`config.mk`:
```
export PLATFORM = sky130hd
export DESIGN_NAME = adpcm4_codec
export DESIGN_NICKNAME = d
export VERILOG_FILES = /design/src/rtl/adpcm4_pkg.sv /design/src/rtl/adpcm4_quant.sv /design/src/rtl/adpcm4_track.sv /design/src/rtl/adpcm4_codec.sv
export SDC_FILE = /design/constraint.sdc
export NUM_CORES = 1
export LEC_CHECK = 0
export CORE_MARGIN = 5
export CORE_UTILIZATION = 25
export DETAILED_ROUTE_END_ITERATION = 10
export DONT_BUFFER_PORTS = 1
export HOLD_SLACK_MARGIN = 0.15
export PLACE_DENSITY = 0.38
export SLEW_MARGIN = 30
export SYNTH_ARGS = -nofsm -noshare
export SYNTH_HDL_FRONTEND = slang
export SYNTH_SLANG_ARGS = --single-unit
```
`constraint.sdc`:
```
create_clock -name clk -period 23.1 [get_ports clk]
set_input_delay 6.93 -clock clk [delete_from_list [all_inputs] [get_ports clk]]
set_output_delay 6.93 -clock clk [all_outputs]
set_load 0.02 [all_outputs]
```
`src/rtl/adpcm4_pkg.sv`:
```
package adpcm4_pkg;

   localparam int STEP_N = 34;
   localparam int IDX_W  = $clog2(STEP_N);
   localparam int JMP_W  = 5;

   typedef logic [IDX_W-1:0] idx_t;

   typedef enum logic {
      DIR_ENC = 1'b0,
      DIR_DEC = 1'b1
   } dir_e;

   // geometric step table, integer units
   function automatic logic [6:0] step_lut(input idx_t i);
      logic [6:0] v;
      case (i)
         6'd0:  v = 7'd7;    6'd1:  v = 7'd8;    6'd2:  v = 7'd8;
         6'd3:  v = 7'd9;    6'd4:  v = 7'd10;   6'd5:  v = 7'd11;
         6'd6:  v = 7'd12;   6'd7:  v = 7'd13;   6'd8:  v = 7'd14;
         6'd9:  v = 7'd15;   6'd10: v = 7'd17;   6'd11: v = 7'd18;
         6'd12: v = 7'd20;   6'd13: v = 7'd22;   6'd14: v = 7'd24;
         6'd15: v = 7'd26;   6'd16: v = 7'd29;   6'd17: v = 7'd31;
         6'd18: v = 7'd34;   6'd19: v = 7'd37;   6'd20: v = 7'd41;
         6'd21: v = 7'd44;   6'd22: v = 7'd48;   6'd23: v = 7'd53;
         6'd24: v = 7'd58;   6'd25: v = 7'd63;   6'd26: v = 7'd69;
         6'd27: v = 7'd75;   6'd28: v = 7'd82;   6'd29: v = 7'd89;
         6'd30: v = 7'd98;   6'd31: v = 7'd107;  6'd32: v = 7'd116;
         default: v = 7'd127;
      endcase
      return v;
   endfunction

   // index movement per code magnitude
   function automatic logic signed [JMP_W-1:0] idx_jump(input logic [2:0] mag);
      logic signed [JMP_W-1:0] j;
      case (mag)
         3'd4:    j = 5'sd2;
         3'd5:    j = 5'sd4;
         3'd6:    j = 5'sd6;
         3'd7:    j = 5'sd8;
         default: j = -5'sd1;
      endcase
      return j;
   endfunction

endpackage

```
`src/rtl/adpcm4_quant.sv`:
```
module adpcm4_quant #(
   parameter int ACC_W  = 18,
   parameter int MAG_W  = 3
) (
   input  logic signed [ACC_W-1:0] diff,
   input  logic        [ACC_W-1:0] step,
   output logic        [MAG_W:0]   code
);

   logic [ACC_W-1:0] rem;
   logic [ACC_W-1:0] thr;

   always_comb begin
      code          = '0;
      code[MAG_W]   = diff[ACC_W-1];
      rem           = diff[ACC_W-1] ? $unsigned(-diff) : $unsigned(diff);
      thr           = step;
      for (int b = MAG_W - 1; b >= 0; b--) begin
         if (rem >= thr) begin
            code[b] = 1'b1;
            rem     = rem - thr;
         end
         thr = thr >> 1;
      end
   end

endmodule

```
`src/rtl/adpcm4_track.sv`:
```
module adpcm4_track
   import adpcm4_pkg::*;
#(
   parameter int FRAC_W = 8,
   parameter int ACC_W  = 18,
   parameter int PMAX   = 127
) (
   input  logic                    clk,
   input  logic                    rst_n,
   input  logic                    clr,
   input  logic                    upd,
   input  logic        [3:0]       code,
   output logic signed [ACC_W-1:0] pred_q,
   output logic        [ACC_W-1:0] step
);

   localparam logic signed [ACC_W-1:0] LIM_P = ACC_W'(PMAX * (2 ** FRAC_W));
   localparam logic signed [ACC_W-1:0] LIM_N = -LIM_P;
   localparam int                      WIDE_W = IDX_W + 2;
   localparam logic signed [WIDE_W-1:0] IDX_TOP = WIDE_W'(STEP_N - 1);

   idx_t                     idx_q;
   idx_t                     idx_d;
   logic signed [ACC_W-1:0]  pred_d;
   logic signed [ACC_W-1:0]  dq;
   logic signed [ACC_W-1:0]  sum;
   logic signed [JMP_W-1:0]  jmp5;
   logic signed [WIDE_W-1:0] jmp;
   logic signed [WIDE_W-1:0] wide;

   assign step = ACC_W'(step_lut(idx_q)) << FRAC_W;

   // reconstruction: shift-and-add with half-LSB bias
   always_comb begin
      dq = $signed(step >> 3);
      if (code[0]) dq = dq + $signed(step >> 2);
      if (code[1]) dq = dq + $signed(step >> 1);
      if (code[2]) dq = dq + $signed(step);
      sum = code[3] ? (pred_q - dq) : (pred_q + dq);
      if (sum > LIM_P)      pred_d = LIM_P;
      else if (sum < LIM_N) pred_d = LIM_N;
      else                  pred_d = sum;
   end

   // index adaptation with clamp
   always_comb begin
      jmp5 = idx_jump(code[2:0]);
      jmp  = {{(WIDE_W-JMP_W){jmp5[JMP_W-1]}}, jmp5};
      wide = $signed({2'b00, idx_q}) + jmp;
      if (wide < 0)            idx_d = '0;
      else if (wide > IDX_TOP) idx_d = idx_t'(STEP_N - 1);
      else                     idx_d = wide[IDX_W-1:0];
   end

   always_ff @(posedge clk or negedge rst_n) begin
      if (!rst_n) begin
         pred_q <= '0;
         idx_q  <= '0;
      end else if (clr) begin
         pred_q <= '0;
         idx_q  <= '0;
      end else if (upd) begin
         pred_q <= pred_d;
         idx_q  <= idx_d;
      end
   end

   AST_IDX_BOUND: assert property (@(posedge clk) disable iff (!rst_n)
      idx_q <= idx_t'(STEP_N - 1));
   AST_IDX_FALL: assert property (@(posedge clk) disable iff (!rst_n)
      (upd && !clr && !code[2] && idx_q != '0) |=> (idx_q == $past(idx_q) - 1'b1));
   AST_IDLE_HOLD: assert property (@(posedge clk) disable iff (!rst_n)
      (!upd && !clr) |=> ($stable(pred_q) && $stable(idx_q)));
   AST_CLR_ZERO: assert property (@(posedge clk) disable iff (!rst_n)
      clr |=> (pred_q == '0 && idx_q == '0));

endmodule

```
`src/rtl/adpcm4_codec.sv`:
```
module adpcm4_codec
   import adpcm4_pkg::*;
#(
   parameter int DATA_W = 8,
   parameter int FRAC_W = 8,
   parameter int CODE_W = 4
) (
   input  logic              clk,
   input  logic              rst_n,
   input  logic              run_start,
   input  logic              mode,
   input  logic              smp_stb,
   input  logic [DATA_W-1:0] pcm_in,
   input  logic [CODE_W-1:0] code_in,
   output logic [CODE_W-1:0] code_out,
   output logic              code_valid,
   output logic [DATA_W-1:0] pcm_out,
   output logic              pcm_valid
);

   localparam int ACC_W = DATA_W + FRAC_W + 2;
   localparam int PMAX  = 2 ** (DATA_W - 1) - 1;
   localparam int N_DIR = 2;
   localparam logic [DATA_W-1:0] MID = DATA_W'(2 ** (DATA_W - 1));
   localparam logic signed [ACC_W-1:0] LIM_P = ACC_W'(PMAX * (2 ** FRAC_W));
   localparam logic [ACC_W-1:0] STEP_LO = ACC_W'(7 * (2 ** FRAC_W));
   localparam logic [ACC_W-1:0] STEP_HI = ACC_W'(127 * (2 ** FRAC_W));

   if (DATA_W != 8) begin : g_bad_data
      $error("adpcm4_codec: step table is tuned for 8-bit samples");
   end
   if (FRAC_W < 3) begin : g_bad_frac
      $error("adpcm4_codec: FRAC_W must be at least 3 for exact step/8");
   end
   if (CODE_W != 4) begin : g_bad_code
      $error("adpcm4_codec: code width must be 4");
   end

   logic signed [ACC_W-1:0] pred_q [N_DIR];
   logic        [ACC_W-1:0] step_v [N_DIR];
   logic        [CODE_W-1:0] tcode [N_DIR];
   logic                    clr    [N_DIR];
   logic                    upd    [N_DIR];

   logic signed [ACC_W-1:0] smp_fx;
   logic signed [ACC_W-1:0] enc_diff;
   logic        [CODE_W-1:0] enc_code;

   assign smp_fx   = {{(ACC_W-DATA_W-FRAC_W){pcm_in[DATA_W-1]}}, pcm_in, {FRAC_W{1'b0}}};
   assign enc_diff = smp_fx - pred_q[DIR_ENC];

   adpcm4_quant #(.ACC_W(ACC_W), .MAG_W(CODE_W-1)) u_quant (
      .diff (enc_diff),
      .step (step_v[DIR_ENC]),
      .code (enc_code)
   );

   assign tcode[DIR_ENC] = enc_code;
   assign tcode[DIR_DEC] = code_in;

   for (genvar gd = 0; gd < N_DIR; gd++) begin : g_dir
      localparam logic SEL = (gd == 1);

      assign clr[gd] = run_start && (mode == SEL);
      assign upd[gd] = smp_stb && !run_start && (mode == SEL);

      adpcm4_track #(.FRAC_W(FRAC_W), .ACC_W(ACC_W), .PMAX(PMAX)) u_track (
         .clk    (clk),
         .rst_n  (rst_n),
         .clr    (clr[gd]),
         .upd    (upd[gd]),
         .code   (tcode[gd]),
         .pred_q (pred_q[gd]),
         .step   (step_v[gd])
      );

      AST_PRED_SAT: assert property (@(posedge clk) disable iff (!rst_n)
         (pred_q[gd] <= LIM_P) && (pred_q[gd] >= -LIM_P));
      AST_STEP_RANGE: assert property (@(posedge clk) disable iff (!rst_n)
         (step_v[gd] >= STEP_LO) && (step_v[gd] <= STEP_HI));
   end

   // decoded level follows the decoder predictor
   assign pcm_out = pred_q[DIR_DEC][FRAC_W +: DATA_W] + MID;

   always_ff @(posedge clk or negedge rst_n) begin
      if (!rst_n) begin
         code_out   <= '0;
         code_valid <= 1'b0;
         pcm_valid  <= 1'b0;
      end else begin
         code_valid <= upd[DIR_ENC];
         pcm_valid  <= upd[DIR_DEC];
         if (upd[DIR_ENC]) code_out <= enc_code;
      end
   end

   AST_ENC_PULSE: assert property (@(posedge clk) disable iff (!rst_n)
      (smp_stb && !run_start && !mode) |=> code_valid);
   AST_DEC_PULSE: assert property (@(posedge clk) disable iff (!rst_n)
      (smp_stb && !run_start && mode) |=> pcm_valid);
   AST_ONE_VALID: assert property (@(posedge clk) disable iff (!rst_n)
      $onehot0({code_valid, pcm_valid}));
   AST_CODE_HOLD: assert property (@(posedge clk) disable iff (!rst_n)
      !(smp_stb && !run_start && !mode) |=> $stable(code_out));
   AST_START_QUIET: assert property (@(posedge clk) disable iff (!rst_n)
      run_start |=> (!code_valid && !pcm_valid));
   AST_PCM_NONZERO: assert property (@(posedge clk) disable iff (!rst_n)
      pcm_out != '0);

endmodule

```
* After elaboration in Yosys (flattened, before gate mapping) *
Memory sizes are Yosys's and may differ from the RTL's.
Index checks and enable logic that the tools add are counted.

storage, ports and cells
  register bits = 54
  bits in read-only memories = 896
  input bits = 17
  output and inout bits = 14
  logic and storage cells = 86
  memories kept = 2

cells by class
  add/subtract/negate cells = 17
  $lt $le $gt $ge = 11
  eq/ne operators = 8
  muxes and demuxes = 32
  bitwise operators = 1
  reduce and logical (&&, ||, !) cells = 8

memory list
  name             depth  width  read ports  clocked after Yosys merged registers in  write ports  line              RTL
  (no name shown)  64     7      1           0                                        0            adpcm4_pkg.sv:17  case (i)
  (no name shown)  64     7      1           0                                        0            adpcm4_pkg.sv:17

operators by type and width
  cell                                                           number
  2-to-1 mux 18 bit                                              17
  2-to-1 mux 6 bit                                               8
  one-hot mux 5 bit (4 select lines)                             2
  adder 18 x 15 -> 18 bit                                        2
  adder 18 x 16 -> 18 bit                                        2
  adder 18 bit                                                   2
  > comparator 18 x 16 -> 1 bit (second input constant)          2
  less-than comparator 18 x 16 -> 1 bit (second input constant)  2
  subtractor 18 bit                                              2
  adder 12 x 13 -> 14 bit                                        2
  2-to-1 mux 14 bit                                              2
  equality test 3 bit (second input constant)                    8
  >= comparator 18 x 13 -> 1 bit                                 1
  >= comparator 18 x 14 -> 1 bit                                 1
  >= comparator 18 x 15 -> 1 bit                                 1
  negation 18 bit                                                1
  subtractor 16 x 18 -> 18 bit                                   1
  subtractor 18 x 14 -> 18 bit                                   1
  subtractor 18 x 15 -> 18 bit                                   1
  adder 7 x 5 -> 8 bit                                           2
  > comparator 8 x 7 -> 1 bit (second input constant)            2
  less-than comparator 8 x 1 -> 1 bit (second input constant)    2
  adder 8 bit (second input constant)                            1
  logical AND 1 bit                                              5
  4 further kinds                                                7

* Longest topological paths before layout *
Gate-level depths: netlist of run 1.

  depth in word-level cells = 21
  gate-level depth with buffers = 81
  depth with buffers taken out = 73

* Cells and area by module *
A second synthesis of run 1 with hierarchy kept.

unflattened totals
  cell total of the unflattened synthesis = 1453
  area, all modules = 11243.3 um^2

modules (own cells, without submodules)
  module                           times used  cells each  area each (um^2)  sequential area each (um^2)
  adpcm4_track (g_dir[1].u_track)  1           485         3868.7            525.5
  adpcm4_track (g_dir[0].u_track)  1           458         3646.0            525.5
  adpcm4_quant                     1           401         2830.2            0.0
  adpcm4_codec                     1           109         898.4             150.1

* Worst setup path after synthesis of run 1 *
No wires, ideal clock.

  path type = input-to-reg
  from = input port pcm_in[2]
  to = register g_dir[0].u_track.pred_q[5]
  arrival time = 21.758 ns
  slack = 1.216 ns
  stages on the path = 76
  cell sequence = ha_1 > clkbuf_1 > a21oi_1 > o21ai_0 > a21oi_1 > o211ai_1 > nand2_1 > clkbuf_1 > clkbuf_1 > nor2_1 > xnor2_1 > ha_1 > inv_1 > fa_1 > a21o_1 > a21oi_1 > nor2_1 > o31a_1 > (+40 left out) > o21bai_1 > a21oi_1 > nor2b_1 > nor3_1 > a31oi_1 > o41ai_2 > o41ai_1 > xor2_1 > ha_1 > o21a_1 > a2111oi_0 > nor3_1 > xor2_1 > or4_1 > or4b_1 > buf_2 > and4_1 > a221o_1

between the ends
  cells in the longest elaborated chain, start to end = 21

RTL lines
  item                                                                                   line                                    RTL
  start, declared                                                                        adpcm4_codec.sv:13                      input logic [DATA_W-1:0] pcm_in,
  subtractor 16 x 18 -> 18 bit (*)                                                       adpcm4_codec.sv:50                      assign enc_diff = smp_fx - pred_q[DIR_ENC];
  negation 18 bit                                                                        adpcm4_quant.sv:16                      rem = diff[ACC_W-1] ? $unsigned(-diff) : $unsigned(diff);
  2-to-1 mux 18 bit                                                                      adpcm4_quant.sv:16
  subtractor 18 x 15 -> 18 bit / >= comparator 18 x 15 -> 1 bit (equally long branches)  adpcm4_quant.sv:21, adpcm4_quant.sv:19
  2-to-1 mux 18 bit                                                                      adpcm4_quant.sv:19                      if (rem >= thr) begin
  subtractor 18 x 14 -> 18 bit / >= comparator 18 x 14 -> 1 bit (equally long branches)  adpcm4_quant.sv:21, adpcm4_quant.sv:19
  2-to-1 mux 18 bit                                                                      adpcm4_quant.sv:19
  >= comparator 18 x 13 -> 1 bit                                                         adpcm4_quant.sv:19
  (+5 left out)                                                                          n/a
  2-to-1 mux 18 bit                                                                      adpcm4_track.sv:38                      if (code[2]) dq = dq + $signed(step);
  adder 18 bit / subtractor 18 bit (equally long branches)                               adpcm4_track.sv:39                      sum = code[3] ? (pred_q - dq) : (pred_q + dq);
  2-to-1 mux 18 bit (*)                                                                  adpcm4_track.sv:39
  less-than comparator 18 x 16 -> 1 bit                                                  adpcm4_track.sv:41                      else if (sum < LIM_N) pred_d = LIM_N;
  2-to-1 mux 18 bit                                                                      adpcm4_track.sv:41
  2-to-1 mux 18 bit (*)                                                                  adpcm4_track.sv:40                      if (sum > LIM_P) pred_d = LIM_P;
  2-to-1 mux 18 bit (*)                                                                  adpcm4_track.sv:62                      end else if (upd) begin
  2-to-1 mux 18 bit (*)                                                                  adpcm4_track.sv:59                      end else if (clr) begin
  end signal, assigned                                                                   adpcm4_track.sv:63                      pred_q <= pred_d;
  end, declared                                                                          adpcm4_track.sv:13                      output logic signed [ACC_W-1:0] pred_q,

Mark *: on every way between the ends. The rest lies on a longest branch, timed or not. The select of a mux whose other input is x is not followed.
A chain may end at the register's enable or synchronous reset.

* Worst setup path after layout of run 1 *
  from = input port pcm_in[0]
  to = register g_dir[0].u_track.pred_q[4]

Same word-level chain as after synthesis.

==> summary.md, run 1 <==
| Metric | Value |
|---|---|
| Top FF cell, synth | dfrtp_1 |
| Synth cell types | 92 |
| Final ANT Viol Nets | 0 |
| Initial antenna violation count | 0 |
| Final setup vio count | 0 |
| Post-layout minimum cycle time | 21.76 ns |
| Clock Path Buffers | 2 |
| Crit path DAT | 21.98 ns |
| Type of the worst min-delay path | flop to flop |
| Final sum of negative setup slack | 0 ns |
| Max-slew headroom | 46.1% |
| Net count of the mapped netlist | 1370 |
| Most frequent standard cell in the layout excluding fill and tap cells | ha_1 |
| Sum of buffers and inverters on the critical path | 5 |
| Highest-count cells in the layout ignoring fill and taps | 125 x ha_1, 107 x nor2_1, 91 x inv_1 |
| Clock latency of the later-clocked register in the worst-skew pair | 0.30 ns |
| Htree depth | 2 |
| TritonCTS clock tree | done |
| Ys async rst share | 100% |
| Area growth from synthesis to final layout | 7.29% |
| GPL Wtd Cong | 0.785 |
| Type of destination of the critical path | flop |
| First-pass GRT wire length | 44.3 mm |
| Initial cell density of the core | 25.4% |
| Max-cap viol count | 0 |
| Area of the die | 41300 um^2 |
| Cell class contributing the biggest share of worst-path delay | simple AND/OR/NAND/NOR gates |
| Global route total overflow | 0 |
| Post-Syn Instances | 1218 |
| Largest stage delay, worst path | 0.63 ns |
| Slew Viols, Final | 0 |
| Actual slew at the worst max-slew pin | 0.800 ns |
| Pin count of the biggest net entering global routing | 49 |
| Cts bufs inserted | 5 |
| Router iterations before antenna repair | 5 |
| Critical path startpoint category | input port |
| Boundary Pins | 31 |
| Cell type of the slowest stage on the worst timing path | or4_4 |
| Required time at the endpoint of the critical path | 23.32 ns |
| Total wire length after detailed routing | 27.4 mm |
| Clock transition at the registers of the reported paths | 0.07 ns |
| Register cell area after layout | 1200 um^2 |
| Vias in the first global route | 8177 |
| Via count | 8433 |
| Register area share after synthesis | 12.9% |
| Count of filler cells inserted in the layout | 4050 |
| Fin crit share | 94.2% |
| 1st-iter DRT viols | 447 |
| Worst-case register-to-register setup slack | 7.18 ns |
| Highest attainable clock frequency | 46.0 MHz |
| Number of hold-slack violations in the final timing report | 0 |
| Clock tree sinks | 48 |
| Yosys warns | 0 |
| Row count | 70 |
| Post-synth EDFFs | 0 |
| Synth Cell Area | 9340 um^2 |
| Mean post-synth cell area | 7.67 um^2 |
| Post-Place Cell Area | 9760 um^2 |
| Post-route DRC | 0 |
| Final worst clock skew | 0.00764 ns |
| Nets | 1338 |
| Mean number of vias per cell | 5.10 |
| Most used cell along the critical path | ha_1 |
| Area of combinational cells with multiple inputs | 7580 um^2 |
| Y dimension of the die | 203 um |
| Clock root buffer master | clkbuf_16 |
| Final routed wire length divided by cell count | 16.6 um |
| Type of the worst setup path | input port to flop |
| Core Box Area | 36800 um^2 |
| GRT Util Overall | 13.0% |
| Unrepaired setup endpoints after global routing | false |
| Number of storage elements in the synthesis netlist | 48 |
| Cell area after layout | 10000 um^2 |
| HPWL after detailed placement | 22.5 mm |
| Crit path max fanout | 21 |
| Die outline width | 203 um |
| Fraction of final layout cells sized beyond drive strength 1 | 6.07% |
| Count of buffers from port buffering | 0 |
| Core occupancy in the finished layout | 27.2% |
| Result of the run | completed |
| N_diodes | 0 |
cells in the mapped netlist (8+ instances only):
library cell / number / area [um^2]
dfrtp_1: 48 / 1200
o21bai_1: 20 / 150
xor2_1: 35 / 307
a21o_1: 27 / 203
fa_1: 10 / 200
nor2b_1: 23 / 144
mux2i_1: 14 / 140
nand3_1: 22 / 110
nor2_1: 107 / 402
a21boi_0: 13 / 97.6
nor3b_1: 10 / 75.1
o211ai_1: 13 / 97.6
mux2_2: 13 / 146
a22o_1: 13 / 114
or2_2: 8 / 50.1
nand2b_1: 15 / 93.8
nand4_1: 10 / 62.6
a221o_1: 10 / 100
ha_1: 125 / 1560
a21oi_1: 84 / 420
a31oi_1: 18 / 113
and3_1: 8 / 50.1
buf_4: 9 / 67.6
clkbuf_1: 33 / 124
inv_1: 91 / 342
nand2_1: 87 / 327
o21ai_0: 80 / 400
nor3_1: 30 / 150
xnor2_1: 64 / 561
o21a_1: 20 / 150
and2_1: 9 / 56.3
o22ai_1: 9 / 56.3
cell families after synthesis:
logic type      count (synthesis)  share of synthesized area, %
simple gates                  381                          21.2
mux                            33                          4.30
buf+inv                       147                          6.52
compound gates                374                          26.7
fa+ha+maj                     135                          18.9
flops                          48                          12.9
xor+xnor                      100                          9.52
state kept, by name (all words and copies together) (netlist names):
register              cells
pcm_valid                 1
g_dir.u_track.pred_q     30
code_out                  4
code_valid                1
g_dir.u_track.idx_q      12
final timing paths:
| path | start | to | cells after the start |
|---|---|---|---|
| setup / recovery | pcm_in[0] | g_dir[0].u_track.pred_q[4]$_DFFE_PN0P_ | 70 |
| hold / removal | g_dir[1].u_track.pred_q[16]$_DFFE_PN0P_ | g_dir[1].u_track.pred_q[16]$_DFFE_PN0P_ | 2 |
| setup reg to reg | g_dir[0].u_track.pred_q[3]$_DFFE_PN0P_ | g_dir[0].u_track.pred_q[4]$_DFFE_PN0P_ | 71 |
| hold reg to reg | g_dir[1].u_track.pred_q[16]$_DFFE_PN0P_ | g_dir[1].u_track.pred_q[16]$_DFFE_PN0P_ | 2 |
| max in group asynchronous | rst_n | g_dir[0].u_track.pred_q[16]$_DFFE_PN0P_ | 0 |
| min in group asynchronous | rst_n | g_dir[1].u_track.pred_q[16]$_DFFE_PN0P_ | 0 |
routing by layer:
layer	vias to the layer above	share of wire, %	global-route usage (%)
li1	4366	-	-
met2	120	47	22.1
met3	13	3.5	1.64
met1	3934	49	18.1
met4	0	0.81	1.83
met5	-	0	0
metrics by stage:
| step | worst slack, ns | hold slack [ns] | cells |
|---|---|---|---|
| finish | 1.34 | 0.503 | 1655 |
| global route | 0.0336 | 0.532 | 1655 |
| CTS | 0.625 | 0.514 | 1652 |
| detailed placement | 0.371 | 0.496 | 1644 |
| global placement | 0.486 | 0.487 | 1644 |
| floorplan | 1.22 | 0.456 | 1218 |
worst register-to-register path: cells and delay by family, from the launching register on:
kind,cells,cell delay [ns]
AOI/OAI and AO/OA,24,4.98
xor gates and xnor gates,4,0.69
adders and majority gates,7,2.13
buffers and inverters,6,0.57
DFF,1,0.50
muxes,5,1.48
and+or+nand+nor,25,5.51
layout make-up:
type	count	share of cell area [%]
multi-input combinational	1023	75.6
inverter	94	3.55
timing repair buffer	14	1.05
tap	468	5.84
clock inverter	3	0.687
sequential	48	12.0
clock buffer	5	1.25
timing repair:
| item | 4_1_cts | 5_1_grt |
|---|---|---|
| hold buffers | 0 | 0 |
| setup endpoints to repair | 0 | 15 |
| hold endpoints to repair | 0 | 0 |
| resized for setup | 0 | 8 |
| buffers inserted | 0 | 3 |
Power of run 1 is left out: the tool's default activity adds up to more than one toggle a clock period on the data nets, which glitch-free logic cannot reach.
==> run 2, diff against run 1 <==
Settings changed: CORE_UTILIZATION 25 to 30, PLACE_DENSITY 0.38 to 0.44, SLEW_MARGIN 30 to default.
==> summary.md, run 2 (synthesized netlist as in run 1, its figures left out) <==
| Metric | Value |
|---|---|
| Result of the run | completed |
| Type of destination of the critical path | flop |
| Nets | 1337 (-0.075%) |
| Largest stage delay, worst path | 0.62 ns (about the same) |
| Post-layout minimum cycle time | 21.78 ns (+0.0193 ns) |
| Type of the worst min-delay path | flop to flop |
| Area growth from synthesis to final layout | 5.79% |
| Post-route DRC | 0 (unchanged) |
| N_diodes | 0 (unchanged) |
| First-pass GRT wire length | 43.4 mm (-2.0%) |
| Slew Viols, Final | 0 (unchanged) |
| Most used cell along the critical path | ha_1 |
| Vias in the first global route | 8018 (-1.9%) |
| Max-slew headroom | 16.7% (-29 points) |
| Crit path DAT | 21.95 ns (-0.03 ns) |
| Total wire length after detailed routing | 26.6 mm (-3.1%) |
| Count of filler cells inserted in the layout | 3290 (-19%) |
| Max-cap viol count | 0 (unchanged) |
| Initial cell density of the core | 30.5% (+5.1 points) |
| Router iterations before antenna repair | 5 (unchanged) |
| Required time at the endpoint of the critical path | 23.27 ns (-0.05 ns) |
| Unrepaired setup endpoints after global routing | false |
| Number of placed cells counting well taps | 1572 (-4.4%) |
| Highest-count cells in the layout ignoring fill and taps | 125 x ha_1, 106 x nor2_1, 91 x inv_1 |
| Type of the worst setup path | input port to flop |
| Mean number of vias per cell | 5.34 (+4.8%) |
| Actual slew at the worst max-slew pin | 1.23 ns (+0.434 ns) |
| Clock latency of the later-clocked register in the worst-skew pair | 0.31 ns (about the same) |
| Clock transition at the registers of the reported paths | 0.07 ns (about the same) |
| Final worst clock skew | 0.00517 ns (-0.00247 ns) |
| Htree depth | 2 (unchanged) |
| TritonCTS clock tree | done |
| Cts bufs inserted | 5 (unchanged) |
| Boundary Pins | 31 (unchanged) |
| Clock tree sinks | 48 (unchanged) |
| Fin crit share | 94.3% (about the same) |
| Final non-filler cell total | 1582 (-4.4%) |
| 1st-iter DRT viols | 465 (+4.0%) |
| GPL Wtd Cong | 0.807 (+2.7%) |
| Final ANT Viol Nets | 0 (unchanged) |
| Most frequent standard cell in the layout excluding fill and tap cells | ha_1 |
| Initial antenna violation count | 0 (unchanged) |
| HPWL after detailed placement | 21.7 mm (-3.6%) |
| Final setup vio count | 0 (unchanged) |
| Via count | 8449 (+0.19%) |
| Core Box Area | 30700 um^2 (-17%) |
| Cell type of the slowest stage on the worst timing path | or4b_2 |
| Row count | 64 (-8.6%) |
| Fraction of final layout cells sized beyond drive strength 1 | 5.90% (-0.16 points) |
| Pin count of the biggest net entering global routing | 49 (unchanged) |
| Final routed wire length divided by cell count | 16.8 um (+1.4%) |
| Area of the die | 34800 um^2 (-16%) |
| Y dimension of the die | 186 um (-8.3%) |
| Clock root buffer master | clkbuf_16 |
| Die outline width | 186 um (-8.3%) |
| Global route total overflow | 0 (unchanged) |
| Flip-flop count of the largest register after layout | 30 (unchanged) |
| Largest register by flop count | g_dir.u_track.pred_q |
| Critical path startpoint category | input port |
| Count of buffers from port buffering | 0 (unchanged) |
| Regs by FF count | g_dir.u_track.pred_q: 30 flops, g_dir.u_track.idx_q: 12 flops, code_out: 4 flops |
| Crit path max fanout | 21 (unchanged) |
| Final sum of negative setup slack | 0 ns (unchanged) |
| Clock Path Buffers | 2 (unchanged) |
| Hold buffers post-CTS | 0 (unchanged) |
| Highest attainable clock frequency | 45.9 MHz (about the same) |
| GRT Util Overall | 14.9% (+1.9 points) |
| Number of hold-slack violations in the final timing report | 0 (unchanged) |
run 2: cell count changes in the layout (fill, tap and decap cells not counted), sizes merged:
cell    change
inv         -1
buf         -1
clkinv      +2
bufinv      -1
run 2: stage by stage:
| step | setup WS [ns] | hold slack, ns | util (%) | instance area (um^2) |
|---|---|---|---|---|
| floorplan | 1.22 | 0.456 | - | 9340 |
| global placement | 0.601 | 0.480 | 31.5 | 9660 |
| detailed placement | 0.466 | 0.488 | 31.5 | 9660 |
| CTS | 0.735 | 0.507 | 32.1 | 9840 |
| global route | 0.0584 | 0.540 | 32.2 | 9880 |
| finish | 1.32 | 0.500 | 32.2 | 9880 |
run 2: final cells by class:
class | count | area [um^2] | area share [%]
sequential | 48 | 1200 | 12.2
inverter | 94 | 355 | 3.60
tap | 396 | 495 | 5.01
timing repair buffer | 13 | 97.6 | 0.988
clock buffer | 5 | 125 | 1.27
multi-input combinational | 1023 | 7560 | 76.5
clock inverter | 3 | 47.5 | 0.481
run 2: layer usage:
layer / vias up / track usage, % / routed length (um)
li1: 4364 / - / -
met1: 3980 / 22.2 / 13900
met2: 87 / 23.3 / 11700
met3: 18 / 1.25 / 564
met4: 0 / 3.64 / 412
met5: - / 0 / 0
run 2: critical path: cells and delay by family:
kind                       cells  cell delay, ns
and+or+nand+nor               25            5.42
AOI/OAI and AO/OA             22            4.31
adders and majority gates      8            2.46
muxes                          5            1.37
xor gates and xnor gates       4            0.81
buffers and inverters          5            0.58
run 2: worst paths after layout:
path | start | end | slack (ns) | cells past startpoint
max | pcm_in[0] | g_dir[0].u_track.pred_q[14]$_DFFE_PN0P_ | 1.32 | 69
min | g_dir[1].u_track.pred_q[16]$_DFFE_PN0P_ | g_dir[1].u_track.pred_q[16]$_DFFE_PN0P_ | 0.50 | 2
max reg2reg | g_dir[0].u_track.pred_q[3]$_DFFE_PN0P_ | g_dir[0].u_track.pred_q[14]$_DFFE_PN0P_ | 7.09 | 70
min reg2reg | g_dir[1].u_track.pred_q[16]$_DFFE_PN0P_ | g_dir[1].u_track.pred_q[16]$_DFFE_PN0P_ | 0.50 | 2
max in group asynchronous | rst_n | g_dir[1].u_track.pred_q[11]$_DFFE_PN0P_ | 16.64 | 0
min in group asynchronous | rst_n | code_valid$_DFF_PN0_ | 6.31 | 0
run 2: what timing repair did:
action | CTS | global route
endpoints found under the setup margin | 0 | 15
gates resized for setup | 0 | 7
buffers inserted | 0 | 2
Power of run 2 is left out for the same reason.
